$ cat config.mk
export PLATFORM = sky130hd
export DESIGN_NAME = rtg_sync_gen
export DESIGN_NICKNAME = d
export VERILOG_FILES = /design/src/rtl/rtg_pkg.sv /design/src/rtl/rtg_regs.sv /design/src/rtl/rtg_counters.sv /design/src/rtl/rtg_outputs.sv /design/src/rtl/rtg_sync_gen.sv
export SDC_FILE = /design/constraint.sdc
export NUM_CORES = 1
export LEC_CHECK = 0
export BUFFER_PORTS_ARGS = -buffer_cell sky130_fd_sc_hd__buf_2
export CORE_AREA = 2 2 197 199
export CTS_CLUSTER_DIAMETER = 40
export CTS_CLUSTER_SIZE = 16
export DETAILED_ROUTE_END_ITERATION = 16
export DIE_AREA = 0 0 199 201
export PLACE_DENSITY = 0.66
export SLEW_MARGIN = 15
export SYNTH_ARGS = -nofsm -noshare
export SYNTH_HDL_FRONTEND = slang
export SYNTH_HIERARCHICAL = 1
export SYNTH_SLANG_ARGS = --single-unit
$ cat constraint.sdc
create_clock -name clk -period 2.85 [get_ports clk]
set_clock_uncertainty 0.15 [all_clocks]
set_input_delay 0.57 -clock clk [delete_from_list [all_inputs] [get_ports clk]]
set_output_delay 0.57 -clock clk [all_outputs]
set_load 0.02 [all_outputs]
$ cat src/rtl/rtg_pkg.sv
package rtg_pkg;

    parameter int TW    = 12;
    parameter int AW    = 5;
    parameter int CFG_W = 8;
    parameter int NPIN  = 4;

    typedef logic [TW-1:0] tval_t;

    typedef struct packed {
        tval_t fp;
        tval_t se;
        tval_t bw;
        tval_t tot;
    } axis_t;

    typedef struct packed {
        axis_t h;
        axis_t v;
        tval_t vi_on;
        tval_t vi_off;
        tval_t cur_hs;
        tval_t cur_he;
        tval_t cur_vs;
        tval_t cur_ve;
    } tmg_t;

    typedef struct packed {
        logic            en;
        logic [NPIN-1:0] pol;
        logic [2:0]      sel;
    } cfg_t;

    typedef struct packed {
        logic hblank;
        logic hsync;
        logic vblank;
        logic vsync;
        logic cblank;
        logic csync;
        logic hgate;
        logic vgate;
        logic cursor;
        logic vint;
    } raw_t;

    localparam logic [AW-1:0] ADR_CFG    = 5'd0;
    localparam logic [AW-1:0] ADR_H_FP   = 5'd1;
    localparam logic [AW-1:0] ADR_H_SE   = 5'd2;
    localparam logic [AW-1:0] ADR_H_BW   = 5'd3;
    localparam logic [AW-1:0] ADR_H_TOT  = 5'd4;
    localparam logic [AW-1:0] ADR_V_FP   = 5'd5;
    localparam logic [AW-1:0] ADR_V_SE   = 5'd6;
    localparam logic [AW-1:0] ADR_V_BW   = 5'd7;
    localparam logic [AW-1:0] ADR_V_TOT  = 5'd8;
    localparam logic [AW-1:0] ADR_VI_ON  = 5'd13;
    localparam logic [AW-1:0] ADR_VI_OFF = 5'd14;
    localparam logic [AW-1:0] ADR_CUR_HS = 5'd15;
    localparam logic [AW-1:0] ADR_CUR_HE = 5'd16;
    localparam logic [AW-1:0] ADR_CUR_VS = 5'd17;
    localparam logic [AW-1:0] ADR_CUR_VE = 5'd18;

    // true for start < pos <= stop (edge n lands n+1 counts in)
    function automatic logic in_win(tval_t pos, tval_t start, tval_t stop);
        return (pos > start) && (pos <= stop);
    endfunction

endpackage

$ cat src/rtl/rtg_regs.sv
module rtg_regs
    import rtg_pkg::*;
#(
    parameter tmg_t RST_TMG = '0,
    parameter cfg_t RST_CFG = '0
) (
    input  logic          clk,
    input  logic          rst,
    input  logic          wr_en,
    input  logic [AW-1:0] wr_addr,
    input  logic [TW-1:0] wr_data,
    input  logic          frame_end,
    output tmg_t          act,
    output cfg_t          cfg
);

    tmg_t pend_q;
    tmg_t act_q;
    cfg_t cfg_q;

    logic htot_ok;
    logic vtot_ok;

    assign htot_ok = (wr_data[0] == 1'b0) && (wr_data != '0);
    assign vtot_ok = (wr_data != '0);

    always_ff @(posedge clk) begin
        if (rst) begin
            pend_q <= RST_TMG;
            act_q  <= RST_TMG;
            cfg_q  <= RST_CFG;
        end else begin
            if (frame_end) begin
                act_q <= pend_q;
            end
            if (wr_en) begin
                case (wr_addr)
                    ADR_CFG:    cfg_q         <= cfg_t'(wr_data[CFG_W-1:0]);
                    ADR_H_FP:   pend_q.h.fp   <= wr_data;
                    ADR_H_SE:   pend_q.h.se   <= wr_data;
                    ADR_H_BW:   pend_q.h.bw   <= wr_data;
                    ADR_H_TOT:  if (htot_ok) pend_q.h.tot <= wr_data;
                    ADR_V_FP:   pend_q.v.fp   <= wr_data;
                    ADR_V_SE:   pend_q.v.se   <= wr_data;
                    ADR_V_BW:   pend_q.v.bw   <= wr_data;
                    ADR_V_TOT:  if (vtot_ok) pend_q.v.tot <= wr_data;
                    ADR_VI_ON:  pend_q.vi_on  <= wr_data;
                    ADR_VI_OFF: pend_q.vi_off <= wr_data;
                    ADR_CUR_HS: pend_q.cur_hs <= wr_data;
                    ADR_CUR_HE: pend_q.cur_he <= wr_data;
                    ADR_CUR_VS: pend_q.cur_vs <= wr_data;
                    ADR_CUR_VE: pend_q.cur_ve <= wr_data;
                    default: ;
                endcase
            end
        end
    end

    assign act = act_q;
    assign cfg = cfg_q;

endmodule

$ cat src/rtl/rtg_counters.sv
module rtg_counters
    import rtg_pkg::*;
(
    input  logic  clk,
    input  logic  rst,
    input  logic  en,
    input  tval_t htot,
    input  tval_t vtot,
    output tval_t hpos,
    output tval_t vpos,
    output logic  frame_end
);

    tval_t h_q;
    tval_t v_q;
    logic  line_end;

    assign line_end  = en && (h_q == htot);
    assign frame_end = line_end && (v_q == vtot);

    always_ff @(posedge clk) begin
        if (rst) begin
            h_q <= TW'(1);
            v_q <= TW'(1);
        end else if (en) begin
            if (line_end) begin
                h_q <= TW'(1);
                v_q <= (v_q == vtot) ? TW'(1) : v_q + TW'(1);
            end else begin
                h_q <= h_q + TW'(1);
            end
        end
    end

    assign hpos = h_q;
    assign vpos = v_q;

endmodule

$ cat src/rtl/rtg_outputs.sv
module rtg_outputs
    import rtg_pkg::*;
(
    input  tmg_t            act,
    input  cfg_t            cfg,
    input  tval_t           hpos,
    input  tval_t           vpos,
    output logic [NPIN-1:0] pins
);

    raw_t            raw;
    logic [NPIN-1:0] routed;

    always_comb begin
        raw.hblank = (hpos <= act.h.bw);
        raw.hsync  = in_win(hpos, act.h.fp, act.h.se);
        raw.vblank = (vpos <= act.v.bw);
        raw.vsync  = in_win(vpos, act.v.fp, act.v.se);
        raw.cblank = raw.hblank | raw.vblank;
        raw.csync  = raw.hsync | raw.vsync;
        raw.hgate  = in_win(hpos, act.cur_hs, act.cur_he);
        raw.vgate  = in_win(vpos, act.cur_vs, act.cur_ve);
        raw.cursor = raw.hgate & raw.vgate;
        raw.vint   = in_win(vpos, act.vi_on, act.vi_off);
    end

    // routed[0]=A, [1]=B, [2]=C, [3]=D
    always_comb begin
        routed[0] = cfg.sel[0] ? raw.vblank : raw.cblank;
        routed[1] = cfg.sel[1] ? raw.vsync  : raw.csync;
        case ({cfg.sel[2], cfg.sel[0]})
            2'b00:   routed[2] = raw.hgate;
            2'b10:   routed[2] = raw.cursor;
            default: routed[2] = raw.hblank;
        endcase
        case ({cfg.sel[2], cfg.sel[1]})
            2'b00:   routed[3] = raw.vgate;
            2'b10:   routed[3] = raw.vint;
            default: routed[3] = raw.hsync;
        endcase
    end

    for (genvar i = 0; i < NPIN; i++) begin : g_pol
        assign pins[i] = cfg.pol[i] ? routed[i] : ~routed[i];
    end

endmodule

$ cat src/rtl/rtg_sync_gen.sv
module rtg_sync_gen
    import rtg_pkg::*;
#(
    parameter int H_FP    = 2,
    parameter int H_SE    = 5,
    parameter int H_BW    = 8,
    parameter int H_TOT   = 20,
    parameter int V_FP    = 1,
    parameter int V_SE    = 3,
    parameter int V_BW    = 4,
    parameter int V_TOT   = 12,
    parameter int VI_ON   = 2,
    parameter int VI_OFF  = 3,
    parameter int CUR_HS  = 10,
    parameter int CUR_HE  = 14,
    parameter int CUR_VS  = 5,
    parameter int CUR_VE  = 8,
    parameter bit CLK_EN0 = 1'b1
) (
    input  logic          clk,
    input  logic          rst,
    input  logic          wr_en,
    input  logic [AW-1:0] wr_addr,
    input  logic [TW-1:0] wr_data,
    output logic          pin_a,
    output logic          pin_b,
    output logic          pin_c,
    output logic          pin_d,
    output logic [TW-1:0] h_pos,
    output logic [TW-1:0] v_pos
);

    localparam tmg_t RST_TMG = '{
        h:      '{fp: TW'(H_FP), se: TW'(H_SE), bw: TW'(H_BW), tot: TW'(H_TOT)},
        v:      '{fp: TW'(V_FP), se: TW'(V_SE), bw: TW'(V_BW), tot: TW'(V_TOT)},
        vi_on:  TW'(VI_ON),
        vi_off: TW'(VI_OFF),
        cur_hs: TW'(CUR_HS),
        cur_he: TW'(CUR_HE),
        cur_vs: TW'(CUR_VS),
        cur_ve: TW'(CUR_VE)
    };
    localparam cfg_t RST_CFG = '{en: CLK_EN0, pol: '0, sel: '0};

    tmg_t            act_tmg;
    cfg_t            cfg_q;
    logic            frame_end;
    logic [NPIN-1:0] pins;

    rtg_regs #(
        .RST_TMG (RST_TMG),
        .RST_CFG (RST_CFG)
    ) u_regs (
        .clk       (clk),
        .rst       (rst),
        .wr_en     (wr_en),
        .wr_addr   (wr_addr),
        .wr_data   (wr_data),
        .frame_end (frame_end),
        .act       (act_tmg),
        .cfg       (cfg_q)
    );

    rtg_counters u_cnt (
        .clk       (clk),
        .rst       (rst),
        .en        (cfg_q.en),
        .htot      (act_tmg.h.tot),
        .vtot      (act_tmg.v.tot),
        .hpos      (h_pos),
        .vpos      (v_pos),
        .frame_end (frame_end)
    );

    rtg_outputs u_out (
        .act  (act_tmg),
        .cfg  (cfg_q),
        .hpos (h_pos),
        .vpos (v_pos),
        .pins (pins)
    );

    assign pin_a = pins[0];
    assign pin_b = pins[1];
    assign pin_c = pins[2];
    assign pin_d = pins[3];

endmodule

==> run_results.csv, run 1 <==
group,metric,value,unit
outcome,status,"finished, violations left",
outcome,violations,"setup timing",
yosys,yosys.area.top_type,"dfxtp_1",
min_path,min_path_type,"primary input to flip-flop",
yosys,synth.most_common_cell,"dfxtp_1",
floorplan,die_y,201,um
critical_path,critical_path_class,"flip-flop to output pin",
cells_and_area,n_fill_cell,3282,
critical_path,cp.required,2130,ps
yosys,syn_nets,2191,
power,pwr-share-comb,0.128,
detailed_routing,viasPerCell,5.73,
floorplan,row_count,72,
detailed_routing,drc,0,
floorplan,fp.coreArea,0.0381,sq mm
clock_tree,cts_num_sinks,368,
critical_path,cp.arrival,2870,ps
critical_path,crit_chain,"ha_4 > nand4_1 > nor4_4 > a31oi_4 > o31a_1 > o32ai_2 > xnor2_1 > buf_4 > buf_6",
sta,hold_viol,0,
clock_tree,htreeDepth,2,
power,p_total,12700,uW
global_routing,grt_pass1_wl,83.2,mm
yosys,synth_edf_count,0,
clock_tree,cts_tree,"built",
yosys,yosysWarnings,6,
yosys,ys_ff_latch,368,
power,pwr-share-seq,0.412,
sta,layout_min_cycle_time,3590,ps
clock_tree,clkTransAtPathRegs,60,ps
yosys,synth_cells,2025,
yosys,synthTopCellsByArea,"dfxtp_1, ha_1, mux2i_1, a21oi_1, nand3_1",
floorplan,die_w,199,um
sta,relSlewSlack,0.490,
flow_run,cap_viol_max_count,0,
power,power_per_cell_area,588,mW/mm^2
critical_path,cp-start-kind,"flip-flop",
critical_path,end_kind,"output pin",
detailed_routing,drtPass1Iterations,5,
floorplan,ios,48,
floorplan,die_area,0.0400,sq mm
critical_path,cp_top_family,"compound AO/OA/AOI/OAI gates",
detailed_routing,routedWlPerCell,20.2,um
power,leakage,0.00820,uW
sta,setup_violations,4,
global_routing,grt_antenna_before_repair,0,
clock_tree,clkLatencyLatePin,560,ps
clock_tree,cts_hold_buf,0,
global_routing,grt_start_max_net_pins,132,
place,post-dp-hpwl,34.1,mm
global_routing,grt_pass1_vias,14800,
power,power.net_switching,3490,uW
cells_and_area,area_growth_syn_to_layout,20.7,%
clock_tree,cts_made_buffers,47,
detailed_routing,final_antenna_net_count,0,
place,gp_congestion,0.895,
sta,worstMarginPinSlew,762,ps
yosys,seq_area_frac_synth,0.411,
place,pre_cts_slack,-507,ps
sta,finalMaxSlewViolations,0,
detailed_routing,vias,15300,
cells_and_area,utilization,0.568,
detailed_routing,drtIter0Drc,1306,
place,numPortBuffers,47,
yosys,synth_area_per_cell,8.85,sq um
critical_path,critPathMaxFanout,5,
critical_path,cp_slowest_cell,"dfxtp_4",
global_routing,grtUsageTotal,0.268,
power,clockPowerShare,0.460,
yosys,syn_area,0.0179,sq mm
floorplan,start_util,0.470,
critical_path,critPathMaxStageDelay,400,ps
critical_path,crit_buf_inv,2,
yosys,synthTopCellsByCount,"dfxtp_1, nor2_1, a21oi_1",
power,power.internal,9220,uW
global_routing,grt_overflow,0,
cells_and_area,nets,2280,
yosys,netlist-cell-type-count,66,
sta,rsz0062_at_grt,"true",
cells_and_area,drive_above_1_share,0.172,
yosys,synthArstFlopShare,0,
detailed_routing,wirelength,53.9,mm
power,ir_drop,0.000437,V
clock_tree,clock-root-buffer,"clkbuf_16",
yosys,synth.top_cell.area_share,0.411,
yosys,synth-main-ff-cell,"dfxtp_1",
clock_tree,cts.path.max_buffers,3,
sta,worst_slack,-745,ps
sta,max_freq,278,MHz
sta,finalCritPeriodShare,1.26,
power,swShare,0.275,
## stage by stage
stage	std cells	area [sq um]	hold slack, ps	TNS (ps)
detailed placement	2579	19500	299	-1570
floorplan	2025	18000	282	0
global placement	2579	19500	287	-1490
global route	2668	21600	262	-3120
finish	2669	21600	247	-2730
CTS	2667	21500	236	-2690
## kinds of logic after synthesis
logic type	synth area share
AND/OR/NAND/NOR	0.162
adder cells (fa/ha/maj)	0.102
AO/OA/AOI/OAI	0.147
flip-flops	0.411
XOR/XNOR	0.0195
buffers and inverters	0.0638
multiplexers	0.0944
## path summary, 6_finish.rpt
check	depth (start not counted)	slack (ps)	to	start
min	2	250	u_regs/act[9]	rst
max reg2reg	10	90	u_regs/act[148]	u_cnt/hpos[9]
max	9	-740	pin_c	u_cnt/vpos[5]
min reg2reg	1	310	u_regs/act[135]	u_regs/pend_q[135]
## final cells by class
cell class | instances | area [sq um] | area share
Antenna cell | 1 | 2.50 | 0.000116
Inverter | 145 | 544 | 0.0252
Multi-Input combinational cell | 1366 | 9860 | 0.456
Sequential cell | 368 | 7440 | 0.344
Clock buffer | 53 | 1250 | 0.0577
Clock inverter | 32 | 294 | 0.0136
Tap cell | 518 | 648 | 0.0300
Timing Repair Buffer | 186 | 1600 | 0.0739
## cells in the final DEF, fill, tap and decap left out, types with 39 or more instances in the layout
cell	instances
nand3_1	159
dfxtp_1	332
mux2i_1	169
buf_2	42
nor2_1	180
o21ai_1	129
inv_1	141
a21oi_1	175
buf_4	112
nand2_1	39
ha_1	135
clkbuf_16	47
## layer usage
metal | track usage | routed length, um | vias up
li1 | - | - | 7293
met1 | 0.356 | 23500 | 7395
met2 | 0.437 | 25100 | 477
met3 | 0.0366 | 3200 | 122
met4 | 0.111 | 2150 | 0
met5 | 0 | 0 | -
## power groups by stage
stage | Clock, uW | Sequential, uW | Combinational, uW
after global placement | 0 | 5350 | 1390
after CTS | 5910 | 5240 | 1590
after floorplan | 0 | 5400 | 740
after global routing | 6130 | 5240 | 1750
after detailed placement | 0 | 5350 | 1410
final | 5840 | 5240 | 1630
## flip-flops by register name, indices dropped and copies added (netlist names)
register       count
u_cnt/vpos        12
u_regs/act       168
u_cnt/hpos        12
u_regs/pend_q    168
u_regs/cfg         8
## timing repair
item	4_1_cts	5_1_grt
endpoints found under the setup margin	4	63
pin swaps	41	13
hold endpoints to repair	0	0
buffers inserted	5	1
gates resized for setup	84	25
Power figures use the tool's default switching activity.
==> run 2, diff against run 1 <==
--- a/config.mk
+++ b/config.mk
@@ -6,12 +6,13 @@
 export NUM_CORES = 1
 export LEC_CHECK = 0
 export BUFFER_PORTS_ARGS = -buffer_cell sky130_fd_sc_hd__buf_2
-export CORE_AREA = 2 2 197 199
+export CORE_AREA = 2 2 193 195
 export CTS_CLUSTER_DIAMETER = 40
 export CTS_CLUSTER_SIZE = 16
 export DETAILED_ROUTE_END_ITERATION = 16
-export DIE_AREA = 0 0 199 201
-export PLACE_DENSITY = 0.66
+export DIE_AREA = 0 0 195 197
+export PLACE_DENSITY = 0.68
+export SKIP_LAST_GASP = 1
 export SLEW_MARGIN = 15
 export SYNTH_ARGS = -nofsm -noshare
 export SYNTH_HDL_FRONTEND = slang
==> run 2 against run 1 <==
  * The flow still finishes with violations (setup timing)
  * First-iteration DRC count rose by 6.4%
  * Clock-buffer cell count rose by 7
  * Setup slack got worse by 110 ps
  * Global-route usage rose by 1.1 points
  * Critical path depth rose by 3
  * Combinational power barely moved
  * Final area rose by 1.7%
  * Maximum frequency fell by 3.1%
  * Total power rose by 3.7%
  * Via count rose by 2.9%
  * Register-to-register slack got worse by 20 ps
  * Critical path type unchanged
  * Critical endpoint unchanged
==> run_results.csv, run 2 (same netlist as run 1, synthesis figures left out) <==
group,metric,value,unit
critical_path,cp.required,2130,ps
power,ir_drop,0.000409,V
power,leakage,0.00836,uW
power,p_total,13200,uW
clock_tree,cts.path.max_buffers,3,
detailed_routing,drc,0,
sta,max_freq,270,MHz
critical_path,end_kind,"output pin",
clock_tree,cts_made_buffers,49,
place,numPortBuffers,47,
sta,worstMarginPinSlew,828,ps
clock_tree,clkTransAtPathRegs,60,ps
floorplan,die_w,195,um
outcome,violations,"setup timing",
sta,finalCritPeriodShare,1.30,
floorplan,die_area,0.0384,sq mm
global_routing,grt_start_max_net_pins,172,
flow_run,cap_viol_max_count,0,
outcome,status,"finished, violations left",
min_path,min_path_type,"primary input to flip-flop",
power,clockPowerShare,0.477,
floorplan,fp.coreArea,0.0363,sq mm
detailed_routing,final_antenna_net_count,0,
global_routing,grt_pass1_vias,15200,
place,place_inst,2538,
floorplan,ios,48,
place,gp_congestion,0.909,
sta,rsz0062_at_grt,"true",
clock_tree,htreeDepth,2,
global_routing,grt_antenna_before_repair,1,
clock_tree,cts_num_sinks,368,
floorplan,start_util,0.494,
detailed_routing,vias,15700,
place,post-dp-hpwl,34.6,mm
detailed_routing,wirelength,55.4,mm
power,power_per_cell_area,599,mW/mm^2
critical_path,cp-start-kind,"flip-flop",
cells_and_area,nets,2305,
sta,hold_viol,0,
cells_and_area,fin_cells,2650,
clock_tree,clock-root-buffer,"clkbuf_16",
cells_and_area,drive_above_1_share,0.186,
floorplan,die_y,197,um
critical_path,critPathMaxFanout,4,
sta,worst_slack,-859,ps
clock_tree,clkLatencyLatePin,580,ps
floorplan,row_count,70,
cells_and_area,mostFrequentLayoutCells,"dfxtp_1, nor2_1, a21oi_1",
clock_tree,cts_tree,"built",
detailed_routing,routedWlPerCell,20.9,um
power,power.net_switching,3630,uW
power,swShare,0.275,
cells_and_area,final_common_cell,"dfxtp_1",
sta,relSlewSlack,0.448,
detailed_routing,viasPerCell,5.94,
sta,layout_min_cycle_time,3710,ps
sta,finalMaxSlewViolations,0,
global_routing,grtUsageTotal,0.279,
global_routing,grt_pass1_wl,84.8,mm
detailed_routing,drtIter0Drc,1390,
power,pwr-share-seq,0.398,
power,pwr-share-comb,0.125,
sta,setup_violations,4,
power,power.internal,9560,uW
cells_and_area,area_growth_syn_to_layout,22.7,%
critical_path,cp.arrival,2990,ps
critical_path,critical_path_class,"flip-flop to output pin",
detailed_routing,drtPass1Iterations,6,
global_routing,grt_overflow,0,
-- run 2: area by class of cell --
| class | count | area, sq um |
|---|---|---|
| antenna | 4 | 10.0 |
| clock buffer | 60 | 1370 |
| clock inverter | 30 | 324 |
| fill | 3039 | 14300 |
| inverter | 145 | 544 |
| multi-input combinational | 1366 | 9960 |
| sequential | 368 | 7440 |
| tap | 468 | 586 |
| timing repair buffer | 209 | 1760 |
-- run 2: final timing paths --
kind,startpoint,end,slack [ps],depth (start not counted)
max,u_regs/act[22],pin_c,-860,12
min,rst,u_regs/act[9],240,2
max reg2reg,u_cnt/vpos[7],u_regs/act[149],70,12
min reg2reg,u_regs/pend_q[108],u_regs/act[108],310,1
-- run 2: timing repair --
| item | 4_1_cts | 5_1_grt |
|---|---|---|
| setup buffers | 7 | 10 |
| pin swaps | 38 | 21 |
| gates resized for setup | 66 | 50 |
| hold buffers | 0 | 0 |
| cloned | 0 | 3 |
| endpoints found under the setup margin | 106 | 145 |
-- run 2: per-layer routing --
| layer | share of wire | vias up | wire (um) | track usage |
|---|---|---|---|---|
| met2 | 0.47 | 583 | 25800 | 0.468 |
| met4 | 0.039 | 0 | 2140 | 0.104 |
| met3 | 0.071 | 149 | 3940 | 0.0435 |
| li1 | - | 7352 | - | - |
| met1 | 0.42 | 7651 | 23500 | 0.364 |
| met5 | 0 | - | 0 | 0 |
-- run 2: metrics by stage --
step / TNS [ps] / instance area, sq um / hold slack [ps] / setup slack (ps) / utilization
final: -2910 / 22000 / 239 / -859 / 0.607
after global routing: -3350 / 22000 / 260 / -1000 / 0.606
after CTS: -2810 / 21600 / 228 / -782 / 0.595
after detailed placement: -5210 / 19500 / 299 / -373 / 0.538
after global placement: -2010 / 19500 / 291 / -434 / 0.538
after floorplan: 0 / 18000 / 282 / 27.3 / -
-- run 2: worst max-delay path, stage by stage, from the launching register on --
cell and delay [ps]:
dfxtp_1 320, inv_1 70, ha_4 270, nand4_1 200, buf_4 210, buf_4 120
buf_4 120, nor3_2 160, buf_4 140, o31a_1 260, o32ai_2 150, xnor2_1 210
buf_4 180
-- run 2: power groups by stage --
stage / clock (uW) / sequential [uW] / combinational, uW
2_1_floorplan: 0 / 5400 / 740
3_3_place_gp: 0 / 5360 / 1340
3_5_place_dp: 0 / 5370 / 1360
4_1_cts: 6350 / 5250 / 1500
5_1_grt: 6570 / 5260 / 1750
6_report: 6290 / 5250 / 1650
